<file path="src/rtl/mpr_pkg.sv">
// Shared types for the majority-vote serial receiver.
package mpr_pkg;
    typedef enum logic {
        ST_IDLE = 1'b0,
        ST_RECV = 1'b1
    } rx_state_t;
endpackage

</file>
<file path="src/rtl/mpr_sync.sv">
// Two-flop synchronizer for the asynchronous serial line.
// Assumes din may change at any time relative to clk; output lags by two cycles.
module mpr_sync #(
    parameter logic RST_VAL = 1'b1
) (
    input  logic clk,
    input  logic rst_n,
    input  logic din,
    output logic dout
);
    logic meta;

    // Two-stage capture of the line into the clock domain.
    always_ff @(posedge clk) begin
        if (!rst_n) begin
            meta <= RST_VAL;
            dout <= RST_VAL;
        end else begin
            meta <= din;
            dout <= meta;
        end
    end
endmodule

</file>
<file path="src/rtl/mpr_voter.sv">
// Three-sample majority voter. Captures the line on tick positions MID-2 and
// MID-1 of a bit and votes on position MID, together with the live sample.
// Assumes tidx counts enable ticks within the bit, starting at 0.
module mpr_voter #(
    parameter int OVS = 16,
    parameter int TW  = $clog2(OVS)
) (
    input  logic          clk,
    input  logic          rst_n,
    input  logic          tick16,
    input  logic          active,
    input  logic [TW-1:0] tidx,
    input  logic          rx_s,
    output logic          vote,
    output logic          vote_valid
);
    localparam int MID = OVS / 2;

    logic s_a, s_b;

    // Hold the first two of the three samples.
    always_ff @(posedge clk) begin
        if (!rst_n) begin
            s_a <= 1'b1;
            s_b <= 1'b1;
        end else if (tick16 && active) begin
            if (tidx == TW'(MID - 2)) s_a <= rx_s;
            if (tidx == TW'(MID - 1)) s_b <= rx_s;
        end
    end

    // Two-of-three decision on the third sample tick.
    always_comb begin
        vote       = (s_a & s_b) | (s_a & rx_s) | (s_b & rx_s);
        vote_valid = tick16 && active && (tidx == TW'(MID));
    end

    // when the two stored samples agree, the third cannot overturn them.
    a_r4_two_agree: assert property (@(posedge clk) disable iff (!rst_n)
        (vote_valid && (s_a == s_b)) |-> (vote == s_a));
endmodule

</file>
<file path="src/rtl/mpr_rx.sv">
// Majority-vote serial receiver with multiprocessor load condition.
// Assumes tick16 pulses OVS times per bit and the mode inputs are held
// steady during a frame. Commits a frame at the middle of its final bit.
module mpr_rx #(
    parameter int DW  = 8,
    parameter int OVS = 16
) (
    input  logic          clk,
    input  logic          rst_n,
    input  logic          tick16,
    input  logic          rx_in,
    input  logic          nine_bit_mode,
    input  logic          mp_addr_mode,
    input  logic          flag_clr,
    output logic [DW-1:0] rx_data,
    output logic          rx_bit9,
    output logic          rx_done
);
    import mpr_pkg::*;

    localparam int TW = $clog2(OVS);
    localparam int BW = $clog2(DW + 3);

    rx_state_t     st;
    logic          rx_s, last_s;
    logic [TW-1:0] tidx;
    logic [BW-1:0] bidx, last_bit;
    logic [DW:0]   sh, shifted;
    logic          vote, vote_valid;
    logic          start_edge, is_last, do_shift, ld_b9, load_ok;
    logic [DW-1:0] ld_data;

    mpr_sync #(.RST_VAL(1'b1)) u_sync (
        .clk(clk), .rst_n(rst_n), .din(rx_in), .dout(rx_s)
    );

    mpr_voter #(.OVS(OVS), .TW(TW)) u_voter (
        .clk(clk), .rst_n(rst_n), .tick16(tick16),
        .active(st == ST_RECV), .tidx(tidx), .rx_s(rx_s),
        .vote(vote), .vote_valid(vote_valid)
    );

    // Frame decoding: edge detect, last-bit position and load condition.
    always_comb begin
        last_bit   = nine_bit_mode ? BW'(DW + 2) : BW'(DW + 1);
        start_edge = tick16 && (st == ST_IDLE) && last_s && !rx_s;
        is_last    = (bidx == last_bit);
        do_shift   = vote_valid && (bidx != '0) && (bidx <= BW'(DW + 1));
        shifted    = {vote, sh[DW:1]};
        ld_b9      = nine_bit_mode ? sh[DW] : vote;
        ld_data    = nine_bit_mode ? sh[DW-1:0] : shifted[DW-1:0];
        load_ok    = vote_valid && is_last && !rx_done &&
                     (!mp_addr_mode || ld_b9);
    end

    // Sequencer: edge search, tick and bit counting, abort and completion.
    always_ff @(posedge clk) begin
        if (!rst_n) begin
            st     <= ST_IDLE;
            tidx   <= '0;
            bidx   <= '0;
            last_s <= 1'b0;
        end else begin
            if (tick16) last_s <= rx_s;
            case (st)
                ST_IDLE: begin
                    if (start_edge) begin
                        st   <= ST_RECV;
                        tidx <= TW'(1);
                        bidx <= '0;
                    end
                end
                default: begin
                    if (tick16) begin
                        if (tidx == TW'(OVS - 1)) begin
                            tidx <= '0;
                            bidx <= bidx + BW'(1);
                        end else begin
                            tidx <= tidx + TW'(1);
                        end
                    end
                    if (vote_valid && (((bidx == '0) && vote) || is_last))
                        st <= ST_IDLE;
                end
            endcase
        end
    end

    // Shift register collecting data bits LSB first plus the ninth position.
    always_ff @(posedge clk) begin
        if (!rst_n)        sh <= '0;
        else if (do_shift) sh <= shifted;
    end

    // Output registers and the done flag.
    always_ff @(posedge clk) begin
        if (!rst_n) begin
            rx_data <= '0;
            rx_bit9 <= 1'b0;
            rx_done <= 1'b0;
        end else if (load_ok) begin
            rx_data <= ld_data;
            rx_bit9 <= ld_b9;
            rx_done <= 1'b1;
        end else if (flag_clr) begin
            rx_done <= 1'b0;
        end
    end

    // a clear with the flag set leaves the flag low next cycle.
    a_r8_clear_flag: assert property (@(posedge clk) disable iff (!rst_n)
        (flag_clr && rx_done) |=> !rx_done);

    // a set flag without clear freezes the outputs.
    a_r7_hold_when_full: assert property (@(posedge clk) disable iff (!rst_n)
        (rx_done && !flag_clr) |=> (rx_done && $stable(rx_data) && $stable(rx_bit9)));

    // in addressing mode only a ninth-bit value of 1 can set the flag.
    a_r6_addr_filter: assert property (@(posedge clk) disable iff (!rst_n)
        ($rose(rx_done) && $past(mp_addr_mode)) |-> rx_bit9);

    // a start bit voting high returns the receiver to edge search.
    a_r5_false_start: assert property (@(posedge clk) disable iff (!rst_n)
        ((st == ST_RECV) && (bidx == '0) && vote_valid && vote)
        |=> ((st == ST_IDLE) && !$rose(rx_done)));

    // the flag only rises on a sample enable.
    a_r2_flag_on_tick: assert property (@(posedge clk) disable iff (!rst_n)
        $rose(rx_done) |-> $past(tick16));
endmodule

</file>
<file path="config.mk">
export PLATFORM = sky130hd
export DESIGN_NAME = mpr_rx
export DESIGN_NICKNAME = d
export VERILOG_FILES = /design/src/rtl/mpr_pkg.sv /design/src/rtl/mpr_sync.sv /design/src/rtl/mpr_voter.sv /design/src/rtl/mpr_rx.sv
export SDC_FILE = /design/constraint.sdc
export NUM_CORES = 1
export LEC_CHECK = 0
export ABC_AREA = 1
export BUFFER_PORTS_ARGS = -buffer_cell sky130_fd_sc_hd__buf_2
export CORE_MARGIN = 2
export CORE_UTILIZATION = 45
export CTS_CLUSTER_SIZE = 25
export DETAILED_ROUTE_END_ITERATION = 10
export GPL_ROUTABILITY_DRIVEN = 0
export GPL_TIMING_DRIVEN = 0
export PLACE_DENSITY = 0.73
export SYNTH_ARGS = -nofsm -noshare
export SYNTH_HDL_FRONTEND = slang
export SYNTH_HIERARCHICAL = 1
export SYNTH_SLANG_ARGS = --single-unit
</file>
<file path="constraint.sdc">
create_clock -name clk -period 4 [get_ports clk]
set_clock_uncertainty 0.1 [all_clocks]
set_input_delay 0.6 -clock clk [delete_from_list [all_inputs] [get_ports clk]]
set_output_delay 0.6 -clock clk [all_outputs]
set_load 0.03 [all_outputs]
</file>
; Word level (Yosys, flattened, before mapping)
; Index checks and enable logic that the tools add are counted.
[word_totals]
register_bits = 33
n_memories = 0
ramBits = 0
rom_bits = 0
output_inout_bits = 10
word_cells = 69
latch_bits = 0
in_bits = 7
[classes]
reduce_logical = 25
muxes = 16
shifts = 0
n_div = 0
n_addsub = 2
order_cmp = 1
multipliers = 0
n_bitwise = 6
n_eq_ne = 7
[op_table]
columns = cell, count
row1 = 4-bit two-way mux, 8
row2 = 1-bit logical AND, 12
row3 = "4-bit by 1-bit adder with 4-bit output, second input constant", 2
row4 = "4-bit by 3-bit == test with 1-bit output, second input constant", 2
row5 = "4-bit == test, second input constant", 2
row6 = 8-bit two-way mux, 1
row7 = 1-bit two-way mux, 6
row8 = 2-bit AND reduction, 3
row9 = 4-bit == test, 1
row10 = "4-bit less-or-equal comparator, second input constant", 1
row11 = 4-bit logical NOT, 1
row12 = 2-bit nonzero test, 2
row13 = 4-bit nonzero test, 1
row14 = 1-bit bitwise AND, 3
row15 = 1-bit logical NOT, 3
row16 = 3-bit AND reduction, 1
row17 = 1-bit logical OR, 2
row18 = 2-bit two-way mux, 1
row19 = "2-bit by 1-bit != test with 1-bit output, second input constant", 1
row20 = "2-bit != test, second input constant", 1
row21 = 1-bit OR, 2
row22 = 1-bit inverter, 1

; Depth between registers and ports, before layout
; Gate-level depths: netlist of run 1.
[logic_depth]
depth_word = 8
ltp_mapped = 10
depth_no_buf = 10

; By module
; Netlist of run 1, hierarchy kept.
[modules_own_cells]
columns = mod, instances, seq_area_each_um2, area_each_um2, cells_each
row1 = mpr_rx, 1, 580.6, 1380.1, 186
row2 = mpr_voter, 1, 40.0, 133.9, 19
row3 = mpr_sync, 1, 40.0, 55.1, 6

; Worst setup path before layout of run 1
; No wires, ideal clock.
[synth_path]
path_kind = input -> register
from = in tick16
to = reg rx_bit9
stages = 9
path_slack_ns = 2.184
t_arrival_ns = 1.652
path_buffers = 1
setup_ns = 0.064
path_cell_list = nand2_1 nor4_1 inv_1 nor2_1 nand2_1 nor2_8 buf_8 nor2_1 nor2_1
[synth_between]
elab_chain_cells = 5
[synth_rtl]
columns = item, line
row1 = start: declaration, mpr_rx.sv:10  ; input logic tick16,
row2 = 1-bit logical AND (2 in series), mpr_voter.sv:35  ; vote_valid = tick16 && active && (tidx == TW'(MID));
row3 = net vote_valid, mpr_rx.sv:29  ; logic vote, vote_valid;
row4 = 1-bit logical AND (3 in series), mpr_rx.sv:52  ; load_ok = vote_valid && is_last && !rx_done &&
row5 = end signal: assignment, mpr_rx.sv:103  ; rx_bit9 <= ld_b9;
row6 = end: declaration, mpr_rx.sv:16  ; output logic rx_bit9,
; The timed path passes the listed nets, and every way through them passes these cells.
; A chain may end at the register's enable or synchronous reset.

; Worst setup path in the final report of run 1
[layout_path]
from = reg st
to = reg rx_data[0]
[layout_between]
elab_chain_cells = 5
[layout_rtl]
columns = item, line
row1 = start: declaration, mpr_rx.sv:24  ; rx_state_t st;
row2 = start signal: assignment, mpr_rx.sv:59  ; st <= ST_IDLE;
row3 = start signal: assignment, mpr_rx.sv:68  ; st <= ST_RECV;
row4 = start signal: assignment, mpr_rx.sv:83  ; st <= ST_IDLE;
row5 = 1-bit logical AND (2 in series), mpr_voter.sv:35
row6 = net vote_valid, mpr_rx.sv:29
row7 = 1-bit logical AND (3 in series), mpr_rx.sv:52
row8 = end signal: assignment, mpr_rx.sv:102  ; rx_data <= ld_data;
row9 = end: declaration, mpr_rx.sv:15  ; output logic [DW-1:0] rx_data,
; The timed path passes the listed nets, and every way through them passes these cells.

==> results of run 1 <==
## worst min-delay path, delay by kind of cell
kind / cells / cell delay [ns]
buf+inv: 2 / 0.10
simple gates: 1 / 0.04
## metal layers
layer	track usage, %	vias up
li1	-	718
met1	18.5	587
met2	26.5	23
met3	4.82	7
met4	9.17	0
met5	0	-
## cells by family after synthesis
group	Yosys count	share of synthesized area, %
buffers and inverters	24	7.02
adder cells (fa/ha/maj)	6	4.70
XOR/XNOR	1	0.558
flip-flops	33	42.1
AO/OA/AOI/OAI	27	8.93
AND/OR/NAND/NOR	112	31.6
multiplexers	8	5.10
## flip-flops by register name (all words and copies together), names as in the netlist
name and flops:
bidx 4, last_s 1, rx_bit9 1, rx_data 8
rx_done 1, sh 9, st 1, tidx 4
u_sync/dout 1, u_sync/meta 1, u_voter/s_a 1, u_voter/s_b 1
## layout make-up
cell class / instances / area, sq um
inverters: 19 / 71.3
clock inverters: 1 / 30.0
fillers: 340 / 1550
repair buffers: 16 / 80.1
flip-flops and latches: 33 / 661
clock buffers: 7 / 55.1
well taps: 46 / 57.6
plain buffers: 5 / 38.8
multi-input cells: 154 / 798
## through the flow
stage	hold WS [ns]	power (mW)	utilization (%)	worst slack [ns]
after global routing	0.324	0.639	53.7	1.91
after global placement	0.298	0.364	51.1	1.86
final	0.321	0.619	53.7	2.17
after CTS	0.317	0.623	53.7	2.15
after detailed placement	0.290	0.364	51.1	1.85
after floorplan	0.280	0.355	-	2.18
## report_power, final
part	internal [mW]	total (mW)	leakage, nW	switching, mW
logic	0.00928	0.0239	0.522	0.0146
clock network	0.149	0.263	0.0455	0.114
registers	0.330	0.332	0.267	0.00176
## layout by cell type, fill, tap and decap left out, types with 3 or more instances in the layout
| cell type | netlist | routed |
|---|---|---|
| a21oi_1 | 12 | 12 |
| buf_2 | 1 | 17 |
| clkbuf_4 | 0 | 5 |
| dfxtp_1 | 33 | 33 |
| ha_1 | 5 | 5 |
| inv_1 | 18 | 18 |
| mux2i_1 | 8 | 8 |
| nand2_1 | 47 | 47 |
| nand3_1 | 8 | 8 |
| nor2_1 | 44 | 44 |
| nor3_1 | 3 | 3 |
| o21ai_0 | 12 | 12 |
## final timing paths
check / startpoint / endpoint / slack (ns) / cells past startpoint
hold reg to reg: u_sync/meta / u_sync/dout / 0.33 / 2
setup / recovery: st / rx_data[0] / 2.17 / 9
setup reg to reg: st / rx_data[0] / 2.17 / 9
hold / removal: rx_in / u_sync/meta / 0.32 / 3
==> flow_results.org, run 1 <==
** Status
- Result of the run :: complete, no violations

** Logic synthesis
- Leading cell type by number of instances after synthesis :: nand2_1
- Total number of yosys warnings :: 6
- FFs w/ async S/R, synth :: 0%
- Mean area per synthesized cell :: between 7 and 8 sq um
- Synth area leaders :: dfxtp_1 42%, nand2_1 11%, nor2_1 11%, mux2i_1 5.1%, inv_1 4.3%
- Leading area contributor after synthesis :: dfxtp_1
- Number of synthesized flops with an enable pin :: 0
- Summing every instance area after synthesis gives 1570 sq um.
- The number of nets in the synthesized netlist is 223.
- In this run the biggest area consumer among cell types represents 42.1% of the synthesized area.
- Sequential cell area fraction in the yosys report :: 42.1%
- Ranked by instance count, the synthesized netlist is headed by 47 x nand2_1, 44 x nor2_1, 33 x dfxtp_1.
- The number of different library cells used by synthesis comes to 27.
- The cell count after synthesis came out at 211.
- Among all flip-flop cells after synthesis, the most frequent one is dfxtp_1.
- Flip-flop and latch count after synthesis :: 33

** Worst setup path
- The worst setup path is captured at a flop.
- Worst EP required :: 4.19 ns
- Delay of the slowest critical-path stage :: 0.41 ns
- Traced cell by cell, the critical path runs through nand2_1 -> nor4_1 -> inv_1 -> nor2_1 -> nand2_1 -> nor2_8 -> buf_8 -> nor2_1 -> nor2_1.
- Maximum fanout count along the critical path :: 10
- For this design, the slowest cell found on the critical path is dfxtp_1.
- Setup Crit Path Kind :: flop to flop
- Worst Setup Start Kind :: flop
- Number of buffer and inverter stages on the critical path :: 2
- Data arrival time of the critical path :: 2.02 ns
- Among cell families on the critical path, the largest total delay comes from simple AND/OR/NAND/NOR gates.
- By instance count, the cell type seen most on the critical path is nor2_1.

** Clock network
- Quantity of gates resized following cts :: 0
- The longest clock path from root to sink contains 2 buffers.
- After clock tree synthesis, the flow added hold-fix buffers numbering 0.
- In this run the number of H-tree levels came out at 2.
- Once the clock tree was built, the setup fixing pass inserted 0 buffers.
- Clock slew seen by the registers of the worst setup and hold paths :: 0.10 ns
- Clock latency on the worst-skew pair :: about 0.34 ns
- TritonCTS created 5 clock buffers.
- TritonCTS clock tree :: built
- CTS Root Buffer Type :: clkbuf_4
- Clock tree synthesis found a total of 33 sinks.

** Global route
- Global-route congestion overflow total :: 0
- The number of global-route vias before repair was 1169.
- The number of antenna violations at the first check in global routing came to 0.
- For this run, the total global-route usage over all layers was measured as 16.1%.
- Wire length of the first global-routing pass :: 4970 um
- Entering global routing, the biggest net connects 11 pins.

** Detailed routing
- Met1 WL :: roughly 1300 um
- The first detailed-routing pass took 4 iterations.
- In this run the remaining antenna-violating nets after routing total 0.
- Initial DRC Count :: 37
- Detailed-route DRC error count :: 0
- Signal routing reaches up to met4.
- In the final routed layout, each cell accounts on average for roughly 10 um.
- After detailed routing, the met3 layer carries roughly 130 um of wire.
- Routed WL :: 2860 um
- Wire segments on met2 add up to 1330 um in the final route.
- Vias :: 1335
- Vias/cell :: 4.75

** STA
- Pin slew with the least headroom to its limit :: 0.396 ns
- Minimum period implied by the final worst setup slack :: 1.83 ns
- Final setup violating endpoints :: 0
- Setup repair after global routing missed its margin :: no
- In this run the tightest slew margin relative to its limit is approximately 73%.
- Setup total negative slack :: 0 ns
- Final hold violation count :: 0
- Share of the clock period used by the worst path after layout :: a little under half
- Derived from the worst setup path, the maximum achievable clock frequency is 545 MHz.
- The final max-slew violation count is 0.

** Floorplanning
- Row Count :: 21
- Number of top-level pins :: 17
- The die covers about 4000 sq um.
- The total area inside the core boundary comes to 3340 sq um.
- The die is around 63 um wide.
- Floorplan die height :: 63.1 um
- For this configuration, the core starts out at a cell density of 47.0%.

** Placement
- Detailed placement finished with a half-perimeter wire length of ~2200 um.
- After detailed placement, the design holds a cell count of approximately 270.
- During placement, the flow inserted port buffers numbering 16.
- Summing all placed instances gives a cell area of 1710 sq um.

** Cells and area
- Count of inserted antenna diode cells :: 0
- Net count of the finished layout :: approximately 250
- Final Cell Area :: 1790 sq um
- From synthesis to final layout, the design area changed by 14.2%.
- Filler-free cell count of the finished design :: 281
- Ratio of cells with drive above 1 in the final layout :: ~16%

** Hold path
- In this run the worst hold path is classified as input pin to flop.

** Run
- Maximum Capacitance Violations :: 0

** Power
- For this design the ratio of total power to cell area is 346 nW/um^2.
- Static leakage :: 0.834 nW
- Peak VDD IR :: roughly 220 uV
Power figures use the tool's default switching activity.
==> run 2, diff against run 1 <==
Clock period 4 ns to 1.9 ns, I/O delays scaled along.
==> flow_results.org, run 2 (synthesis gave the netlist of run 1 again) <==
** Worst setup path
- Data arrival time of the critical path :: 1.88 ns (-0.14 ns)
- STA classifies the critical path startpoint as a flop.
- The maximum net fanout on the critical path was 10 (unchanged).
- Setup Crit Path Kind :: flop to flop
- The data required time of the worst path was 2.04 ns (-2.15 ns).
- Worst setup EP type :: flop

** Cells and area
- Counting flops per register, the top entry is sh.
- Largest registers :: sh (9), rx_data (8)
- The flip-flop count of the largest register after layout was 9 (unchanged).
- The final design area excluding fillers is 1810 sq um (+0.91%).
- The number of diodes added for antenna fixing came to 0 (unchanged).
- Ratio of cells with drive above 1 in the final layout :: 16.6% (+0.85 points)
- Most frequent cells in the layout :: 47 x nand2_1, 44 x nor2_1, 32 x dfxtp_1
- Compared with the post-synthesis result, the final layout area differs by 15.2%.
- # fillers :: 338 (-0.59%)
- Leaving out fill and tap cells, the most frequent cell in the layout is nand2_1.
- The number of standard cells in the final layout excluding fillers came to 281 (unchanged).
- The final core area utilization came to 54.2% (+0.49 points).
- Net count of the finished layout :: 246 (unchanged)

** STA
- Minimum period implied by the final worst setup slack :: 1.74 ns (-0.0956 ns)
- Setup repair after global routing left no endpoint under its margin.
- The slew at the pin closest to its max-slew limit was 0.401 ns (+0.00415 ns).
- The maximum frequency from static timing analysis was 575 MHz (+5.5%).
- The total of endpoints with negative setup slack in the final report is 0 (unchanged).
- Number of slew-limit violations in the final report :: 0 (unchanged)
- Share of the clock period used by the worst path after layout :: 91.5% (+46 points)
- The relative slew slack came to 73.3% (about the same).
- The total negative setup slack came to 0 ns (unchanged).
- The final-report hold violation count is 0 (unchanged).

** Floorplanning
- Starting density of the core :: 47.0% (unchanged)
- The area of the core is 3340 sq um (unchanged).
- Row Count :: 21 (unchanged)
- Number of top-level pins :: 17 (unchanged)
- Die X :: 63.1 um (unchanged)
- Die Area :: 3980 sq um (unchanged)
- Floorplan die height :: 63.1 um (unchanged)

** Clock network
- The buffer depth of the longest clock path came to 2 (unchanged).
- Quantity of gates resized following cts :: 0 (unchanged)
- The count of H-tree levels built during CTS is 2 (unchanged).
- Clock buffer count from CTS :: 5 (unchanged)
- The post-CTS setup repair buffer count was 0 (unchanged).
- Clock latency on the worst-skew pair :: 0.35 ns (about the same)
- CTS sink cnt :: 33 (unchanged)
- Clock slew seen by the registers of the worst setup and hold paths :: 0.10 ns (about the same)
- TritonCTS clock tree :: built
- Count of hold buffers inserted by post-cts repair :: 0 (unchanged)
- CTS placed an instance of clkbuf_4 at the clock tree root.

** Detailed routing
- Detailed-route DRC error count :: 0 (unchanged)
- Vias :: 1334 (-0.075%)
- Routed WL :: 2900 um (+1.4%)
- The number of nets still failing antenna checks after routing was 0 (unchanged).
- The number of detailed-route iterations in the first pass was 5 (+1).
- The vias per cell was 4.75 (about the same).
- The average detailed-routed wire length per instance was 10.3 um (+1.4%).
- The initial detailed-routing violation count is 34 (-8.1%).

** Global route
- The aggregate global-route resource usage was 16.1% (unchanged).
- The maximum number of pins on one net before global-route repair came to 11 (unchanged).
- Number of global-route vias before repair :: 1169 (unchanged)
- The global-route wire length before repair is 4970 um (unchanged).
- The global route total overflow was 0 (unchanged).
- The number of antenna violations at the first check in global routing is 0 (unchanged).

** Power
- The largest voltage drop on the vdd net came to 458 uV (+110%).
- Ratio of total power to cell area :: 724 nW/um^2 (+110%)
- Static leakage :: 0.835 nW (about the same)

** Placement
- Port-buffer cells :: 16 (unchanged)
- Total instance count after detailed placement :: 273 (unchanged)
- Placed wire-length estimate after detailed placement :: 2150 um (unchanged)
- Cell area after placement :: 1710 sq um (unchanged)

** Hold path
- The path class of the tightest hold or removal check is input pin to flop.

** Status
- Result of the run :: complete, no violations

** Run
- Maximum Capacitance Violations :: 0 (unchanged)
run 2: cell counts in the layout (fill, tap and decap cells not counted):
No cell type changed its count.
run 2: path summary, 6_finish.rpt:
path / start / endpoint / slack [ns] / depth (start not counted)
setup reg to reg: u_sync/dout / rx_done / 0.16 / 8
hold reg to reg: u_sync/meta / u_sync/dout / 0.33 / 2
hold / removal: rx_in / u_sync/meta / 0.001 / 3
setup / recovery: u_sync/dout / rx_done / 0.16 / 8
run 2: per-layer routing:
metal  routed length [um]  track usage [%]  up-vias
li1                     -                -      717
met1                 1330             18.5      584
met2                 1360             26.5       26
met3                  138             4.82        7
met4                   74             9.17        0
met5                    0                0        -
run 2: final cells by class:
class	instances	area, sq um	area share [%]
plain buffers	5	38.8	2.15
clock buffers	7	55.1	3.04
clock inverters	1	30.0	1.66
inverters	19	71.3	3.94
multi-input cells	154	813	45.0
flip-flops and latches	33	662	36.6
well taps	46	57.6	3.18
repair buffers	16	80.1	4.43
run 2: critical path, stage by stage (launching register included):
cell,delay (ns)
dfxtp_1,0.37
maj3_2,0.34
o21ai_1,0.19
nand2_1,0.07
nand2_1,0.15
nor2_8,0.07
buf_8,0.14
a21oi_1,0.17
nor2_2,0.04
run 2: per-stage QoR:
step	total power [mW]	worst slack (ns)	hold slack, ns
floorplan	0.748	0.304	0.254
global placement	0.766	0.0718	0.298
detailed placement	0.766	0.0670	0.290
CTS	1.31	0.0534	0.00232
global route	1.35	0.00347	0.00857
finish	1.31	0.161	0.00140
run 2: power by group:
| part | internal, mW | total [mW] | switching (mW) |
|---|---|---|---|
| clock network | 0.314 | 0.558 | 0.244 |
| registers | 0.696 | 0.699 | 0.00364 |
| logic | 0.0196 | 0.0506 | 0.0311 |
| total | 1.03 | 1.31 | 0.279 |
